==> src/rtl/dlyCtrlPkg.sv <==
`timescale 1ns/1ps
package dlyCtrlPkg;

  localparam logic [1:0] MODE_TRACK_ONLY  = 2'd1;
  localparam logic [1:0] MODE_SEARCH_ONLY = 2'd2;

  typedef enum logic [2:0] {
    OP_HOLD, OP_INIT, OP_INC, OP_DEC, OP_CAND, OP_CAND_INC, OP_CAND_DEC
  } delayOpE;

  typedef enum logic [2:0] {
    ST_IDLE, ST_SEARCH, ST_PROBE_UP, ST_PROBE_DN, ST_TRACK, ST_HOLD
  } ctrlStateE;

  // strobes from control to datapath
  typedef struct packed {
    delayOpE op;
    logic    capCand;
    logic    capUp;
    logic    capLockCand;
    logic    capLockLive;
  } dpCmdT;

endpackage

==> src/rtl/dlyCtrlDatapath.sv <==
`timescale 1ns/1ps
module dlyCtrlDatapath
  import dlyCtrlPkg::*;
#(
  parameter int DELAY_W    = 9,
  parameter int DELAY_MAX  = 431,
  parameter int PHASE_W    = 5,
  parameter int PHASE_MAX  = 16,
  parameter int LOCK_WIN   = 5,
  parameter int PROBE_SPAN = 2
) (
  input  logic               clk,
  input  logic               rstN,
  input  dpCmdT              cmd,
  input  logic [PHASE_W-1:0] phase,
  input  logic [PHASE_W-1:0] targetPhase,
  input  logic               wantNegSlope,
  input  logic [DELAY_W-1:0] initDelay,
  input  logic               readReq,
  output logic [DELAY_W-1:0] delayOut,
  output logic [DELAY_W-1:0] rbDelay,
  output logic [PHASE_W-1:0] rbPhase,
  output logic               phaseAbove,
  output logic               phaseBelow,
  output logic               outOfWin,
  output logic               probeEnd,
  output logic               slopeOk,
  output logic               atMax,
  output logic               atMin
);

  localparam logic [DELAY_W-1:0] DLY_TOP = DELAY_W'(DELAY_MAX);
  localparam logic [PHASE_W-1:0] PH_TOP  = PHASE_W'(PHASE_MAX);
  localparam logic [PHASE_W-1:0] WIN     = PHASE_W'(LOCK_WIN);
  localparam logic [PHASE_W-1:0] SPAN    = PHASE_W'(PROBE_SPAN);

  logic [DELAY_W-1:0] delayQ, candQ, lockDelayQ, nextDelay, initClamped;
  logic [PHASE_W-1:0] basePhaseQ, upPhaseQ, lockPhaseQ;

  function automatic logic [DELAY_W-1:0] incSat(input logic [DELAY_W-1:0] v);
    return (v >= DLY_TOP) ? DLY_TOP : v + 1'b1;
  endfunction

  function automatic logic [DELAY_W-1:0] decSat(input logic [DELAY_W-1:0] v);
    return (v == '0) ? v : v - 1'b1;
  endfunction

  function automatic logic [PHASE_W-1:0] absDiff(input logic [PHASE_W-1:0] a,
                                                 input logic [PHASE_W-1:0] b);
    return (a > b) ? a - b : b - a;
  endfunction

  assign initClamped = (initDelay > DLY_TOP) ? DLY_TOP : initDelay;

  always_comb begin
    case (cmd.op)
      OP_INIT:     nextDelay = initClamped;
      OP_INC:      nextDelay = incSat(delayQ);
      OP_DEC:      nextDelay = decSat(delayQ);
      OP_CAND:     nextDelay = candQ;
      OP_CAND_INC: nextDelay = incSat(candQ);
      OP_CAND_DEC: nextDelay = decSat(candQ);
      default:     nextDelay = delayQ;
    endcase
  end

  always_ff @(posedge clk) begin
    if (!rstN) begin
      delayQ     <= '0;
      candQ      <= '0;
      basePhaseQ <= '0;
      upPhaseQ   <= '0;
      lockDelayQ <= '0;
      lockPhaseQ <= '0;
      rbDelay    <= '0;
      rbPhase    <= '0;
    end else begin
      delayQ <= nextDelay;
      if (cmd.capCand) begin
        candQ      <= delayQ;
        basePhaseQ <= phase;
      end
      if (cmd.capUp) upPhaseQ <= phase;
      if (cmd.capLockCand) begin
        lockDelayQ <= candQ;
        lockPhaseQ <= basePhaseQ;
      end else if (cmd.capLockLive) begin
        lockDelayQ <= delayQ;
        lockPhaseQ <= phase;
      end
      if (readReq) begin
        rbDelay <= lockDelayQ;
        rbPhase <= lockPhaseQ;
      end
    end
  end

  assign delayOut   = delayQ;
  assign atMax      = (delayQ >= DLY_TOP);
  assign atMin      = (delayQ == '0);
  assign phaseAbove = (phase > targetPhase);
  assign phaseBelow = (phase < targetPhase);
  assign outOfWin   = (absDiff(phase, targetPhase) > WIN);
  assign probeEnd   = (absDiff(phase, basePhaseQ) >= SPAN) || (phase >= PH_TOP) ||
                      (phase == '0) || atMax || atMin;
  // live phase is the downward-probe result when this is consulted
  assign slopeOk    = wantNegSlope ? (upPhaseQ < targetPhase && phase > targetPhase)
                                   : (upPhaseQ > targetPhase && phase < targetPhase);

endmodule

==> src/rtl/dlyCtrlFsm.sv <==
`timescale 1ns/1ps
module dlyCtrlFsm
  import dlyCtrlPkg::*;
(
  input  logic       clk,
  input  logic       rstN,
  input  logic       enable,
  input  logic [1:0] mode,
  input  logic       wantNegSlope,
  input  logic       restartOnLoss,
  input  logic       phaseValid,
  input  logic       phaseAbove,
  input  logic       phaseBelow,
  input  logic       outOfWin,
  input  logic       probeEnd,
  input  logic       slopeOk,
  input  logic       atMax,
  input  logic       atMin,
  output dpCmdT      cmd,
  output logic       locked,
  output logic       lost
);

  ctrlStateE state, stateN;
  logic searchUp, searchUpN, trackOnly, trackOnlyN, searchOnly, searchOnlyN;
  logic lockedN, lostN;
  delayOpE trackOp;

  always_comb begin
    if (phaseAbove)      trackOp = wantNegSlope ? OP_INC : OP_DEC;
    else if (phaseBelow) trackOp = wantNegSlope ? OP_DEC : OP_INC;
    else                 trackOp = OP_HOLD;
  end

  always_comb begin
    cmd         = '0;
    stateN      = state;
    searchUpN   = searchUp;
    trackOnlyN  = trackOnly;
    searchOnlyN = searchOnly;
    lockedN     = locked;
    lostN       = lost;
    if (!enable) begin
      stateN  = ST_IDLE;
      lockedN = 1'b0;
      lostN   = 1'b0;
    end else begin
      case (state)
        ST_IDLE: begin
          cmd.op      = OP_INIT;
          trackOnlyN  = (mode == MODE_TRACK_ONLY);
          searchOnlyN = (mode == MODE_SEARCH_ONLY);
          searchUpN   = 1'b1;
          stateN      = (mode == MODE_TRACK_ONLY) ? ST_TRACK : ST_SEARCH;
        end
        ST_SEARCH: if (phaseValid) begin
          if (!phaseAbove && !phaseBelow) begin
            cmd.capCand = 1'b1;
            cmd.op      = OP_INC;
            stateN      = ST_PROBE_UP;
          end else if (searchUp) begin
            if (atMax) begin searchUpN = 1'b0; cmd.op = OP_DEC; end
            else cmd.op = OP_INC;
          end else begin
            if (atMin) begin searchUpN = 1'b1; cmd.op = OP_INC; end
            else cmd.op = OP_DEC;
          end
        end
        ST_PROBE_UP: if (phaseValid) begin
          if (probeEnd) begin
            cmd.capUp = 1'b1;
            cmd.op    = OP_CAND_DEC;
            stateN    = ST_PROBE_DN;
          end else cmd.op = OP_INC;
        end
        ST_PROBE_DN: if (phaseValid) begin
          if (!probeEnd) cmd.op = OP_DEC;
          else if (slopeOk) begin
            cmd.op          = OP_CAND;
            cmd.capLockCand = 1'b1;
            lockedN         = 1'b1;
            stateN          = searchOnly ? ST_HOLD : ST_TRACK;
          end else begin
            cmd.op = searchUp ? OP_CAND_INC : OP_CAND_DEC;
            stateN = ST_SEARCH;
          end
        end
        ST_TRACK: if (phaseValid) begin
          if (outOfWin) begin
            lockedN = 1'b0;
            if (locked) lostN = 1'b1;
            if (locked && restartOnLoss && !trackOnly) begin
              cmd.op    = OP_INIT;
              searchUpN = 1'b1;
              stateN    = ST_SEARCH;
            end else cmd.op = trackOp;
          end else begin
            cmd.op = trackOp;
            if (!locked) begin
              lockedN         = 1'b1;
              cmd.capLockLive = 1'b1;
            end
          end
        end
        default: ;
      endcase
    end
  end

  always_ff @(posedge clk) begin
    if (!rstN) begin
      state      <= ST_IDLE;
      searchUp   <= 1'b1;
      trackOnly  <= 1'b0;
      searchOnly <= 1'b0;
      locked     <= 1'b0;
      lost       <= 1'b0;
    end else begin
      state      <= stateN;
      searchUp   <= searchUpN;
      trackOnly  <= trackOnlyN;
      searchOnly <= searchOnlyN;
      locked     <= lockedN;
      lost       <= lostN;
    end
  end

endmodule

==> src/rtl/dlyPhaseTracker.sv <==
`timescale 1ns/1ps
module dlyPhaseTracker
  import dlyCtrlPkg::*;
#(
  parameter int DELAY_W    = 9,
  parameter int DELAY_MAX  = 431,
  parameter int PHASE_W    = 5,
  parameter int PHASE_MAX  = 16,
  parameter int LOCK_WIN   = 5,
  parameter int PROBE_SPAN = 2
) (
  input  logic               clk,
  input  logic               rstN,
  input  logic               enable,
  input  logic [1:0]         mode,
  input  logic [PHASE_W-1:0] targetPhase,
  input  logic               wantNegSlope,
  input  logic               restartOnLoss,
  input  logic [DELAY_W-1:0] initDelay,
  input  logic [PHASE_W-1:0] phase,
  input  logic               phaseValid,
  input  logic               readReq,
  output logic [DELAY_W-1:0] delayOut,
  output logic               locked,
  output logic               lost,
  output logic [DELAY_W-1:0] rbDelay,
  output logic [PHASE_W-1:0] rbPhase
);

  dpCmdT cmd;
  logic phaseAbove, phaseBelow, outOfWin, probeEnd, slopeOk, atMax, atMin;

  dlyCtrlFsm u_fsm (
    .clk(clk), .rstN(rstN), .enable(enable), .mode(mode),
    .wantNegSlope(wantNegSlope), .restartOnLoss(restartOnLoss),
    .phaseValid(phaseValid), .phaseAbove(phaseAbove), .phaseBelow(phaseBelow),
    .outOfWin(outOfWin), .probeEnd(probeEnd), .slopeOk(slopeOk),
    .atMax(atMax), .atMin(atMin), .cmd(cmd), .locked(locked), .lost(lost)
  );

  dlyCtrlDatapath #(
    .DELAY_W(DELAY_W), .DELAY_MAX(DELAY_MAX), .PHASE_W(PHASE_W),
    .PHASE_MAX(PHASE_MAX), .LOCK_WIN(LOCK_WIN), .PROBE_SPAN(PROBE_SPAN)
  ) u_dp (
    .clk(clk), .rstN(rstN), .cmd(cmd), .phase(phase), .targetPhase(targetPhase),
    .wantNegSlope(wantNegSlope), .initDelay(initDelay), .readReq(readReq),
    .delayOut(delayOut), .rbDelay(rbDelay), .rbPhase(rbPhase),
    .phaseAbove(phaseAbove), .phaseBelow(phaseBelow), .outOfWin(outOfWin),
    .probeEnd(probeEnd), .slopeOk(slopeOk), .atMax(atMax), .atMin(atMin)
  );

endmodule

==> config.mk <==
export PLATFORM = sky130hd
export DESIGN_NAME = dlyPhaseTracker
export DESIGN_NICKNAME = d
export VERILOG_FILES = /design/src/rtl/dlyCtrlPkg.sv /design/src/rtl/dlyCtrlDatapath.sv /design/src/rtl/dlyCtrlFsm.sv /design/src/rtl/dlyPhaseTracker.sv
export SDC_FILE = /design/constraint.sdc
export NUM_CORES = 1
export LEC_CHECK = 0
export ABC_AREA = 1
export ABC_CLOCK_PERIOD_IN_PS = 9400
export BUFFER_PORTS_ARGS = -buffer_cell sky130_fd_sc_hd__buf_2
export CORE_ASPECT_RATIO = 0.75
export CORE_MARGIN = 3
export CORE_UTILIZATION = 50
export DETAILED_ROUTE_END_ITERATION = 8
export GPL_ROUTABILITY_DRIVEN = 0
export GPL_TIMING_DRIVEN = 1
export PLACE_DENSITY = 0.7
export SLEW_MARGIN = 20
export SYNTH_ARGS = -nofsm -noshare
export SYNTH_HDL_FRONTEND = slang
export SYNTH_SLANG_ARGS = --single-unit
==> constraint.sdc <==
create_clock -name clk -period 9.4 [get_ports clk]
set_clock_uncertainty 0.2 [all_clocks]
set_input_delay 1.88 -clock clk [delete_from_list [all_inputs] [get_ports clk]]
set_output_delay 1.88 -clock clk [all_outputs]
set_load 0.05 [all_outputs]
==> results_dict.tcl, run 1 <==
set metrics [dict create \
    cts_made_buffers 9 \
    die_w_um 122 \
    drc 0 \
    crit_fanout 14 \
    grt_max_degree 34 \
    slew_viol_final 0 \
    cts_resized 0 \
    max-slew-margin-rel_pct 39.0 \
    placed_area_um2 5320 \
    r2r-start "u_dp.delayOut[0]$_SDFFE_PN0P_" \
    peakVddDrop_mv 0.0860 \
    grt_pass1_wl_um 24600 \
    startpoint "phase[2]" \
    area_growth_syn_to_layout_pct 12.5 \
    rr_endpoint "u_dp.delayOut[5]$_SDFFE_PN0P_" \
    status "finished clean" \
    cts_root_buffer "clkbuf_16" \
    power_density_nw_per_um2 191 \
    row_count 31 \
    portBuffers 52 \
    maxCapViolations 0 \
    hold_slack_ns 0.251 \
    antenna_found_initial 0 \
    cts-htree-levels 3 \
    syn_inst 778 \
    ys.warnings.count 0 \
    leakage_nw 2.61 \
    grt.busiest_layer "met1" \
    synth_largest_area_cell "dfxtp_1" \
    core_area_um2 9740 \
    dr.pass1.iters 5 \
    setup_tns_ns 0 \
    hpwlAfterDp_um 10900 \
    synth_area_leaders "dfxtp_1 25%, nand2_1 12%, nor2_1 7.3%, nand3_1 6.9%, inv_1 6.8%" \
    nets 870 \
    synth_top_flop_cell "dfxtp_1" \
    hp-class "reg2reg" \
    syn_area_um2 5040 \
    vias 5316 \
    seq_area_frac_synth_pct 25.4 \
    io_pins 53 \
    die_h_um 92.9 \
    arrival_ns 5.00 \
    utilization_pct 58.2 \
    syn_nets 837 \
    ant_nets 0 \
    synth-async-reset-ratio_pct 0 \
    dp.cells 932 \
    synth_cell_type_count 46 \
    grt_pass1_vias 4923 \
    fmax_mhz 199 \
    grt.overflow.total 0 \
    final_area_um2 5670 \
    wl_per_cell_um 15.5 \
    cp-start-kind "input pin" \
    routed_via_density 5.61 \
    cts_setup_buffers 0 \
    grtUsageTotal_pct 26.9 \
    cts_buffer_depth 2 \
    worst-r2r-cell-count 15 \
    layout_setup_ws_ns 4.39 \
    ys_ff_latch 64 \
    diodes 0 \
    holdBufCountCts 0 \
    avgSynthCellArea_um2 6.48 \
    rsz0062_at_grt "false" \
    worstSetupPathType "in2reg" \
    pre_cts_ws_ns 4.18 \
    insertion_delay_ns 0.33 \
    period_share_pct 53.3 \
    endpoint_kind "register" \
    crit_required_ns 9.39 \
    drt_iter0_markers 646 \
    hold_viol 0 \
    worstMarginPinSlew_ns 0.912 \
    final.min_clock_period_ns 5.01 \
    regToRegSetupSlack_ns 5.54 \
    cts_sinks 64 \
    drive_above_1_share_pct 14.6 \
    crit_path_end "u_dp.delayOut[5]$_SDFFE_PN0P_" \
    start_util_pct 51.8 \
    globalRouteMet3Util_pct 5.86 \
    synth_top_area_share_pct 25.4 \
    synth_edf_count 0 \
    cts_tree "done" \
    setup_viol 0 \
    routed_wirelength_um 14700 \
    gr-usage-met2_pct 38.4 \
    fin_cells 948 \
    die_area_um2 11300 \
    power_mw 1.08 \
    path_clk_slew_ns 0.05 \
    globalRouteMet1Util_pct 40.6 \
]
-- logic make-up after synthesis --
kind of cell    synth area share, %
flops                          25.4
buf+inv                        10.9
xor+xnor                       2.95
fa+ha+maj                      8.29
simple gates                   37.5
compound gates                 14.9
-- routing by layer --
| metal | part of all wire, % | wire, um |
|---|---|---|
| met4 | 1.1 | 167 |
| met2 | 42 | 6140 |
| met3 | 10 | 1470 |
| met1 | 47 | 6910 |
| met5 | 0 | 0 |
-- critical path: stages --
cell and delay, ns:
buf_2 0.14, inv_1 0.12, ha_1 0.45, nand2_1 0.12, inv_1 0.10, nand2_1 0.08, a21oi_1 0.16, nor2_1 0.06
nand2_1 0.06, nand2_1 0.06, nand3_2 0.13, nand3_1 0.15, nor2_2 0.61, inv_2 0.29, nand3_1 0.16, nand3_1 0.09
o21bai_1 0.24, a21oi_1 0.10
-- power by group --
group	switching (mW)	internal, mW
clock	0.127	0.267
sequential	0.0378	0.290
combinational	0.252	0.110
-- cells in the mapped netlist, drive strengths merged, types with 2 or more instances --
cell,number
nand2,186
nor2,107
inv,100
nand3,74
dfxtp,64
a21oi,47
o21ai,45
ha,27
clkbuf,19
a31oi,18
nand4,16
buf,12
nor3,12
xor2,12
o211ai,6
o21bai,5
xnor2,5
a211oi,4
fa,4
nand3b,3
nor4,3
clkinv,2
-- worst min-delay path by stage --
stage,from,endpoint,slack (ns),depth (start not counted)
floorplan,u_dp.upPhaseQ[4]$_SDFFE_PN0P_,u_dp.upPhaseQ[4]$_SDFFE_PN0P_,0.23,2
global placement,u_dp.upPhaseQ[4]$_SDFFE_PN0P_,u_dp.upPhaseQ[4]$_SDFFE_PN0P_,0.24,2
detailed placement,u_dp.upPhaseQ[4]$_SDFFE_PN0P_,u_dp.upPhaseQ[4]$_SDFFE_PN0P_,0.25,2
CTS,u_dp.upPhaseQ[4]$_SDFFE_PN0P_,u_dp.upPhaseQ[4]$_SDFFE_PN0P_,0.26,2
global route,u_dp.upPhaseQ[4]$_SDFFE_PN0P_,u_dp.upPhaseQ[4]$_SDFFE_PN0P_,0.26,2
finish,u_dp.upPhaseQ[4]$_SDFFE_PN0P_,u_dp.upPhaseQ[4]$_SDFFE_PN0P_,0.25,2
-- layout make-up --
type	instances	area [um2]
Tap cell	132	165
Clock buffer	10	239
Inverter	102	384
Multi-Input combinational cell	581	3220
Sequential cell	64	1280
Clock inverter	6	114
Fill cell	921	4070
Timing Repair Buffer	53	268
-- cell usage in the layout, fill, tap and decap left out, types with 10 or more instances in the layout --
cell type	n
buf_2	52
nand2_2	10
nor3_1	11
inv_1	91
a21oi_1	45
nand3_1	69
a31oi_1	18
nand4_1	15
nand2_1	167
o21ai_0	44
xor2_1	12
ha_1	27
dfxtp_1	64
nor2_1	98
-- flip-flops by register name (all words and copies together), names as in the netlist --
signal / count
u_fsm.state: 3
u_dp.candQ: 9
u_dp.upPhaseQ: 5
u_fsm.searchOnly: 1
u_fsm.locked: 1
u_dp.delayOut: 9
u_dp.lockDelayQ: 9
u_dp.basePhaseQ: 5
u_dp.rbPhase: 5
u_fsm.trackOnly: 1
u_fsm.searchUp: 1
u_fsm.lost: 1
u_dp.rbDelay: 9
u_dp.lockPhaseQ: 5
(Power assumes the default switching activity.)
==> inputs of run 2 (changes only) <==
--- a/config.mk
+++ b/config.mk
@@ -6,7 +6,7 @@
 export NUM_CORES = 1
 export LEC_CHECK = 0
 export ABC_AREA = 1
-export ABC_CLOCK_PERIOD_IN_PS = 9400
+export ABC_CLOCK_PERIOD_IN_PS = 4670
 export BUFFER_PORTS_ARGS = -buffer_cell sky130_fd_sc_hd__buf_2
 export CORE_ASPECT_RATIO = 0.75
 export CORE_MARGIN = 3
==> constraint.sdc (replaced) <==
create_clock -name clk -period 4.67 [get_ports clk]
set_clock_uncertainty 0.2 [all_clocks]
set_input_delay 0.934 -clock clk [delete_from_list [all_inputs] [get_ports clk]]
set_output_delay 0.934 -clock clk [all_outputs]
set_load 0.05 [all_outputs]
==> run 2 against run 1 <==
Net effect:
- worst hold slack improved by 0.013 ns
- sequential power rose by 100%
- largest cell class unchanged
- clock power rose by 90%
- die area did not move
- worst setup slack got worse by 3.6 ns
- flip-flop and latch count did not move
- clock-buffer cell count did not move
==> results_dict.tcl, run 2 (synthesis results as in run 1) <==
set metrics [dict create \
    worstMarginPinSlew_ns 0.727 \
    slowest_stage "nor2_2" \
    placed_area_um2 5340 \
    cts_sinks 64 \
    start_util_pct 51.8 \
    leakage_nw 2.62 \
    power_mw 2.14 \
    area_growth_syn_to_layout_pct 12.4 \
    io_pins 53 \
    grtUsageTotal_pct 26.2 \
    final_common_cell "nand2_1" \
    peakVddDrop_mv 0.283 \
    crit_top_cell "nand3_1" \
    die_h_um 92.9 \
    holdBufCountCts 0 \
    worstSetupPathType "in2reg" \
    vias 5329 \
    whs_endpoint "u_dp.upPhaseQ[4]$_SDFFE_PN0P_" \
    drt_iter0_markers 551 \
    final.min_clock_period_ns 3.92 \
    arrival_ns 3.91 \
    diodes 0 \
    setup_tns_ns 0 \
    crit_fanout 14 \
    hold_viol 0 \
    grt_max_degree 34 \
    status "finished clean" \
    grt_pass1_vias 4620 \
    cts_buffer_depth 2 \
    hold_slack_ns 0.264 \
    antenna_found_initial 0 \
    final_area_um2 5670 \
    utilization_pct 58.2 \
    maxCapViolations 0 \
    fillerInstances 939 \
    period_share_pct 84.0 \
    crit_required_ns 4.66 \
    slew_viol_final 0 \
    cts_root_buffer "clkbuf_16" \
    nets 874 \
    cts-htree-levels 3 \
    cp_cell_sequence "buf_2 -> inv_1 -> ha_1 -> nand2_1 -> nor3_1 -> nor2_1 -> nor2_1 -> nand2_1 -> nand3_2 -> nand3_1 -> nor2_2 -> inv_2 -> nand3_1 -> nand3_1 -> o21bai_1 -> a21oi_1" \
    grt_pass1_wl_um 23700 \
    row_count 31 \
    hp-start "u_dp.upPhaseQ[4]$_SDFFE_PN0P_" \
    drc 0 \
    die_w_um 122 \
    routed-wl-met3_um 1780 \
    met1Wirelength_um 6960 \
    highest_layer "met4" \
    ant_nets 0 \
    power_density_nw_per_um2 378 \
    cts_setup_buffers 0 \
    endpoint_kind "register" \
    hpwlAfterDp_um 11000 \
    portBuffers 52 \
    dr.pass1.iters 8 \
    cpPeakStageDelay_ns 0.45 \
    hold_depth 2 \
    path_clk_slew_ns 0.06 \
    max-slew-margin-rel_pct 50.3 \
    rr_endpoint "u_dp.delayOut[5]$_SDFFE_PN0P_" \
    insertion_delay_ns 0.33 \
    cts_resized 0 \
    routed_via_density 5.60 \
    crit_buf_inv 3 \
    die_area_um2 11300 \
    wl_per_cell_um 15.4 \
    worst-r2r-cell-count 15 \
    r2r-start "u_dp.delayOut[0]$_SDFFE_PN0P_" \
    cts_made_buffers 9 \
    routed_wirelength_um 14700 \
    grt.overflow.total 0 \
    fmax_mhz 255 \
    dr_wl_met2_um 5740 \
    hp-class "reg2reg" \
    critical-path-top-delay-family "simple AND/OR/NAND/NOR gates" \
    cts_tree "done" \
    drive_above_1_share_pct 15.0 \
    final_cell_mix "167 x nand2_1, 98 x nor2_1, 91 x inv_1" \
    regToRegSetupSlack_ns 1.09 \
    core_area_um2 9740 \
    rsz0062_at_grt "false" \
    cp-start-kind "input pin" \
    setup_viol 0 \
    crit_cells 16 \
]
-- run 2: tightest hold or removal path: stages, from the launching register on --
cell	delay, ns
dfxtp_1	0.32
inv_1	0.05
a21oi_1	0.05
-- run 2: worst max-delay path by stage --
stage | startpoint | endpoint | slack, ns
6_report | phase[1] | u_dp.delayOut[5]$_SDFFE_PN0P_ | 0.75
2_1_floorplan | phase[0] | u_dp.delayOut[8]$_SDFFE_PN0P_ | 1.27
3_3_place_gp | phase[1] | u_dp.delayOut[5]$_SDFFE_PN0P_ | 0.60
5_1_grt | phase[2] | u_dp.delayOut[7]$_SDFFE_PN0P_ | 0.58
4_1_cts | phase[1] | u_dp.delayOut[5]$_SDFFE_PN0P_ | 0.90
3_5_place_dp | phase[1] | u_dp.delayOut[5]$_SDFFE_PN0P_ | 0.55
-- run 2: layout make-up --
type	instances	area [um2]	area share, %
multi-input combinational	581	3210	56.6
clock buffer	10	239	4.22
tap	132	165	2.91
sequential	64	1280	22.6
inverter	102	384	6.78
timing repair buffer	57	298	5.26
clock inverter	6	90.1	1.59
-- run 2: routing by layer --
metal / track usage, % / vias to the layer above
li1: - / 2622
met5: 0 / -
met1: 40.3 / 2399
met2: 35.4 / 289
met3: 7.33 / 19
met4: 6.06 / 0
-- run 2: power by group --
| group | total (mW) | switching, mW | internal (mW) |
|---|---|---|---|
| Combinational | 0.735 | 0.513 | 0.222 |
| Clock | 0.750 | 0.266 | 0.484 |
| Sequential | 0.659 | 0.0751 | 0.584 |
-- run 2: metrics by stage --
step | setup slack [ns] | std cells
floorplan | 1.27 | 778
global placement | 0.604 | 936
detailed placement | 0.555 | 936
CTS | 0.900 | 952
global route | 0.585 | 952
finish | 0.749 | 952
==> inputs of run 3 (changes only) <==
--- a/config.mk
+++ b/config.mk
@@ -5,8 +5,8 @@
 export SDC_FILE = /design/constraint.sdc
 export NUM_CORES = 1
 export LEC_CHECK = 0
-export ABC_AREA = 1
-export ABC_CLOCK_PERIOD_IN_PS = 4670
+export ABC_AREA = 0
+export ABC_CLOCK_PERIOD_IN_PS = 3800
 export BUFFER_PORTS_ARGS = -buffer_cell sky130_fd_sc_hd__buf_2
 export CORE_ASPECT_RATIO = 0.75
 export CORE_MARGIN = 3
@@ -14,7 +14,7 @@
 export DETAILED_ROUTE_END_ITERATION = 8
 export GPL_ROUTABILITY_DRIVEN = 0
 export GPL_TIMING_DRIVEN = 1
-export PLACE_DENSITY = 0.7
+export PLACE_DENSITY = 0.69
 export SLEW_MARGIN = 20
 export SYNTH_ARGS = -nofsm -noshare
 export SYNTH_HDL_FRONTEND = slang
==> constraint.sdc (replaced) <==
create_clock -name clk -period 3.8 [get_ports clk]
set_clock_uncertainty 0.2 [all_clocks]
set_input_delay 0.76 -clock clk [delete_from_list [all_inputs] [get_ports clk]]
set_output_delay 0.76 -clock clk [all_outputs]
set_load 0.05 [all_outputs]
==> run 3 against run 2 <==
Net effect:
- total power rose by 9.0%
- clock power rose by 13%
- critical path depth fell by 4
- final area rose by 23%
- synthesized cell count fell by 14%
- global-route usage rose by 4.6 points
- die area rose by 2.9%
- register-to-register slack got worse by 1.1 ns
- non-clock buffer count rose by 112
- sequential share of layout area fell by 4.1 points
- flip-flop and latch count did not move
- via count rose by 11%
==> results_dict.tcl, run 3 <==
set metrics [dict create \
    worstSetupPathType "in2reg" \
    portBuffers 52 \
    power_density_nw_per_um2 336 \
    grt.overflow.total 0 \
    hp-start "u_fsm.trackOnly$_SDFFE_PN0P_" \
    ys.warnings.count 0 \
    diodes 0 \
    io_pins 53 \
    period_share_pct 99.8 \
    hp-class "reg2reg" \
    drt_iter0_markers 675 \
    routed_via_density 6.31 \
    synth-async-reset-ratio_pct 0 \
    grt_pass1_wl_um 28200 \
    max-slew-margin-rel_pct 41.0 \
    synth_area_leaders "dfxtp_1 25%, ha_1 6.5%, nand2_1 5.6%, mux2i_1 5.4%, a21oi_1 3.9%" \
    dr.pass1.iters 6 \
    ys_ff_latch 64 \
    grt_max_degree 48 \
    die_h_um 94.3 \
    synth_edf_count 0 \
    rr_endpoint "u_dp.delayOut[2]$_SDFFE_PN0P_" \
    setup_tns_ns 0 \
    r2r-start "u_dp.delayOut[0]$_SDFFE_PN0P_" \
    path_clk_slew_ns 0.06 \
    grt_pass1_vias 5593 \
    synth_largest_area_cell "dfxtp_1" \
    cts_sinks 64 \
    endpoint_kind "register" \
    seq_area_frac_synth_pct 24.7 \
    synth_cell_type_count 71 \
    power_mw 2.34 \
    slew_viol_final 0 \
    whs_endpoint "u_fsm.trackOnly$_SDFFE_PN0P_" \
    vias 5932 \
    synth_top_flop_cell "dfxtp_1" \
    final.min_clock_period_ns 3.79 \
    cts_root_buffer "clkbuf_16" \
    fmax_mhz 264 \
    core_area_um2 9890 \
    drive_above_1_share_pct 31.7 \
    regToRegSetupSlack_ns 0.03 \
    grtUsageTotal_pct 30.8 \
    setup_viol 0 \
    routed_wirelength_um 17900 \
    fillerInstances 767 \
    insertion_delay_ns 0.34 \
    cts_buffer_depth 2 \
    holdBufCountCts 0 \
    maxCapViolations 0 \
    nets 863 \
    placed_area_um2 6320 \
    cts_tree "done" \
    seqCellArea_um2 1290 \
    multi_input_area_um2 3930 \
    syn_nets 730 \
    start_util_pct 52.5 \
    worstMarginPinSlew_ns 0.878 \
    worst-r2r-cell-count 11 \
    synth_top_area_share_pct 24.7 \
    cp-start-kind "input pin" \
    syn_inst 671 \
    crit_required_ns 3.83 \
    syn_area_um2 5190 \
    die_area_um2 11700 \
    leakage_nw 3.06 \
    utilization_pct 70.4 \
    final_common_cell "buf_4" \
    peakVddDrop_mv 0.216 \
    status "finished clean" \
    final_cell_mix "109 x buf_4, 76 x nand2_1, 60 x dfxtp_1" \
    hpwlAfterDp_um 13100 \
    wl_per_cell_um 19.1 \
    synth_common_cells "77 x nand2_1, 64 x dfxtp_1, 40 x a21oi_1" \
    yosysMostFrequentCell "nand2_1" \
    cts_made_buffers 9 \
    arrival_ns 3.82 \
    antenna_found_initial 0 \
    avgSynthCellArea_um2 7.74 \
    cts-htree-levels 3 \
    final_area_um2 6960 \
    crit_fanout 8 \
    area_growth_syn_to_layout_pct 34.1 \
    hold_slack_ns 0.277 \
    ant_nets 0 \
    hold_viol 0 \
    row_count 31 \
    die_w_um 124 \
    rsz0062_at_grt "true" \
    drc 0 \
    hold_depth 2 \
]
[run 3: changes by cell type after synthesis, sizes merged, moves of 11 or more]
cell / delta
nand2: -108
inv: -72
nor2: -66
nand3: -52
mux2i: +28
nor2b: +25
clkbuf: +20
o21ai: -20
o211a: +19
a21boi: +16
o211ai: +15
nand4: -14
and3: +11
[run 3: worst max-delay path by stage]
stage / start / slack (ns) / endpoint / depth (start not counted)
after global routing: phase[1] / -0.09 / u_dp.delayOut[5]$_SDFFE_PN0P_ / 14
after floorplan: targetPhase[1] / -0.07 / u_dp.delayOut[7]$_SDFFE_PN0P_ / 14
after detailed placement: targetPhase[3] / -0.47 / u_dp.delayOut[6]$_SDFFE_PN0P_ / 14
after global placement: targetPhase[1] / -0.30 / u_dp.delayOut[8]$_SDFFE_PN0P_ / 14
after CTS: targetPhase[3] / 0.001 / u_dp.delayOut[6]$_SDFFE_PN0P_ / 14
final: phase[2] / 0.009 / u_dp.delayOut[2]$_SDFFE_PN0P_ / 12
[run 3: timing repair]
action | in CTS | in global routing
setup endpoints to repair | 7 | 16
pin swaps | 8 | 25
gates resized for setup | 15 | 46
setup buffers | 2 | 10
[run 3: layer usage]
metal	GRT usage, %	vias up	wire length, um
met3	10.8	70	2160
met4	8.94	0	483
li1	-	2740	-
met2	43.3	363	7310
met5	0	-	0
met1	43.8	2759	7990
[run 3: logic make-up (layout without fill, tap and decap cells)]
group / after synthesis / after routing / share of synthesized area, %
xor gates and xnor gates: 13 / 13 / 2.19
buffers and inverters: 75 / 212 / 6.05
AOI/OAI and AO/OA: 203 / 203 / 28.1
and+or+nand+nor: 256 / 256 / 25.4
muxes: 29 / 29 / 5.61
DFF: 64 / 64 / 24.7
adders and majority gates: 31 / 31 / 8.04
[run 3: report_power, final]
part | switching [mW] | internal (mW) | total [mW]
clock | 0.322 | 0.522 | 0.844
sequential | 0.0321 | 0.689 | 0.721
combinational | 0.436 | 0.336 | 0.772
total | 0.790 | 1.55 | 2.34
[run 3: metrics by stage]
step	setup slack, ns	cells
6_report	0.00920	940
3_5_place_dp	-0.473	914
5_1_grt	-0.0886	940
4_1_cts	0.000967	931
3_3_place_gp	-0.305	914
2_1_floorplan	-0.0674	671
[run 3: worst max-delay path, stage by stage]
cell and delay (ns):
buf_2 0.11, inv_1 0.08, ha_1 0.36, and4_2 0.24
a2111oi_4 0.39, or4b_4 0.50, a31o_4 0.27, o211ai_4 0.18
nand2_4 0.12, or4_4 0.54, a31oi_1 0.18, o21ai_1 0.09
[run 3: cell type report]
| class | instances | share of cell area, % |
|---|---|---|
| clock buffer | 10 | 3.43 |
| clock inverter | 5 | 0.808 |
| inverter | 28 | 1.56 |
| multi-input combinational | 532 | 56.4 |
| sequential | 64 | 18.5 |
| tap | 132 | 2.37 |
| timing repair buffer | 169 | 16.9 |
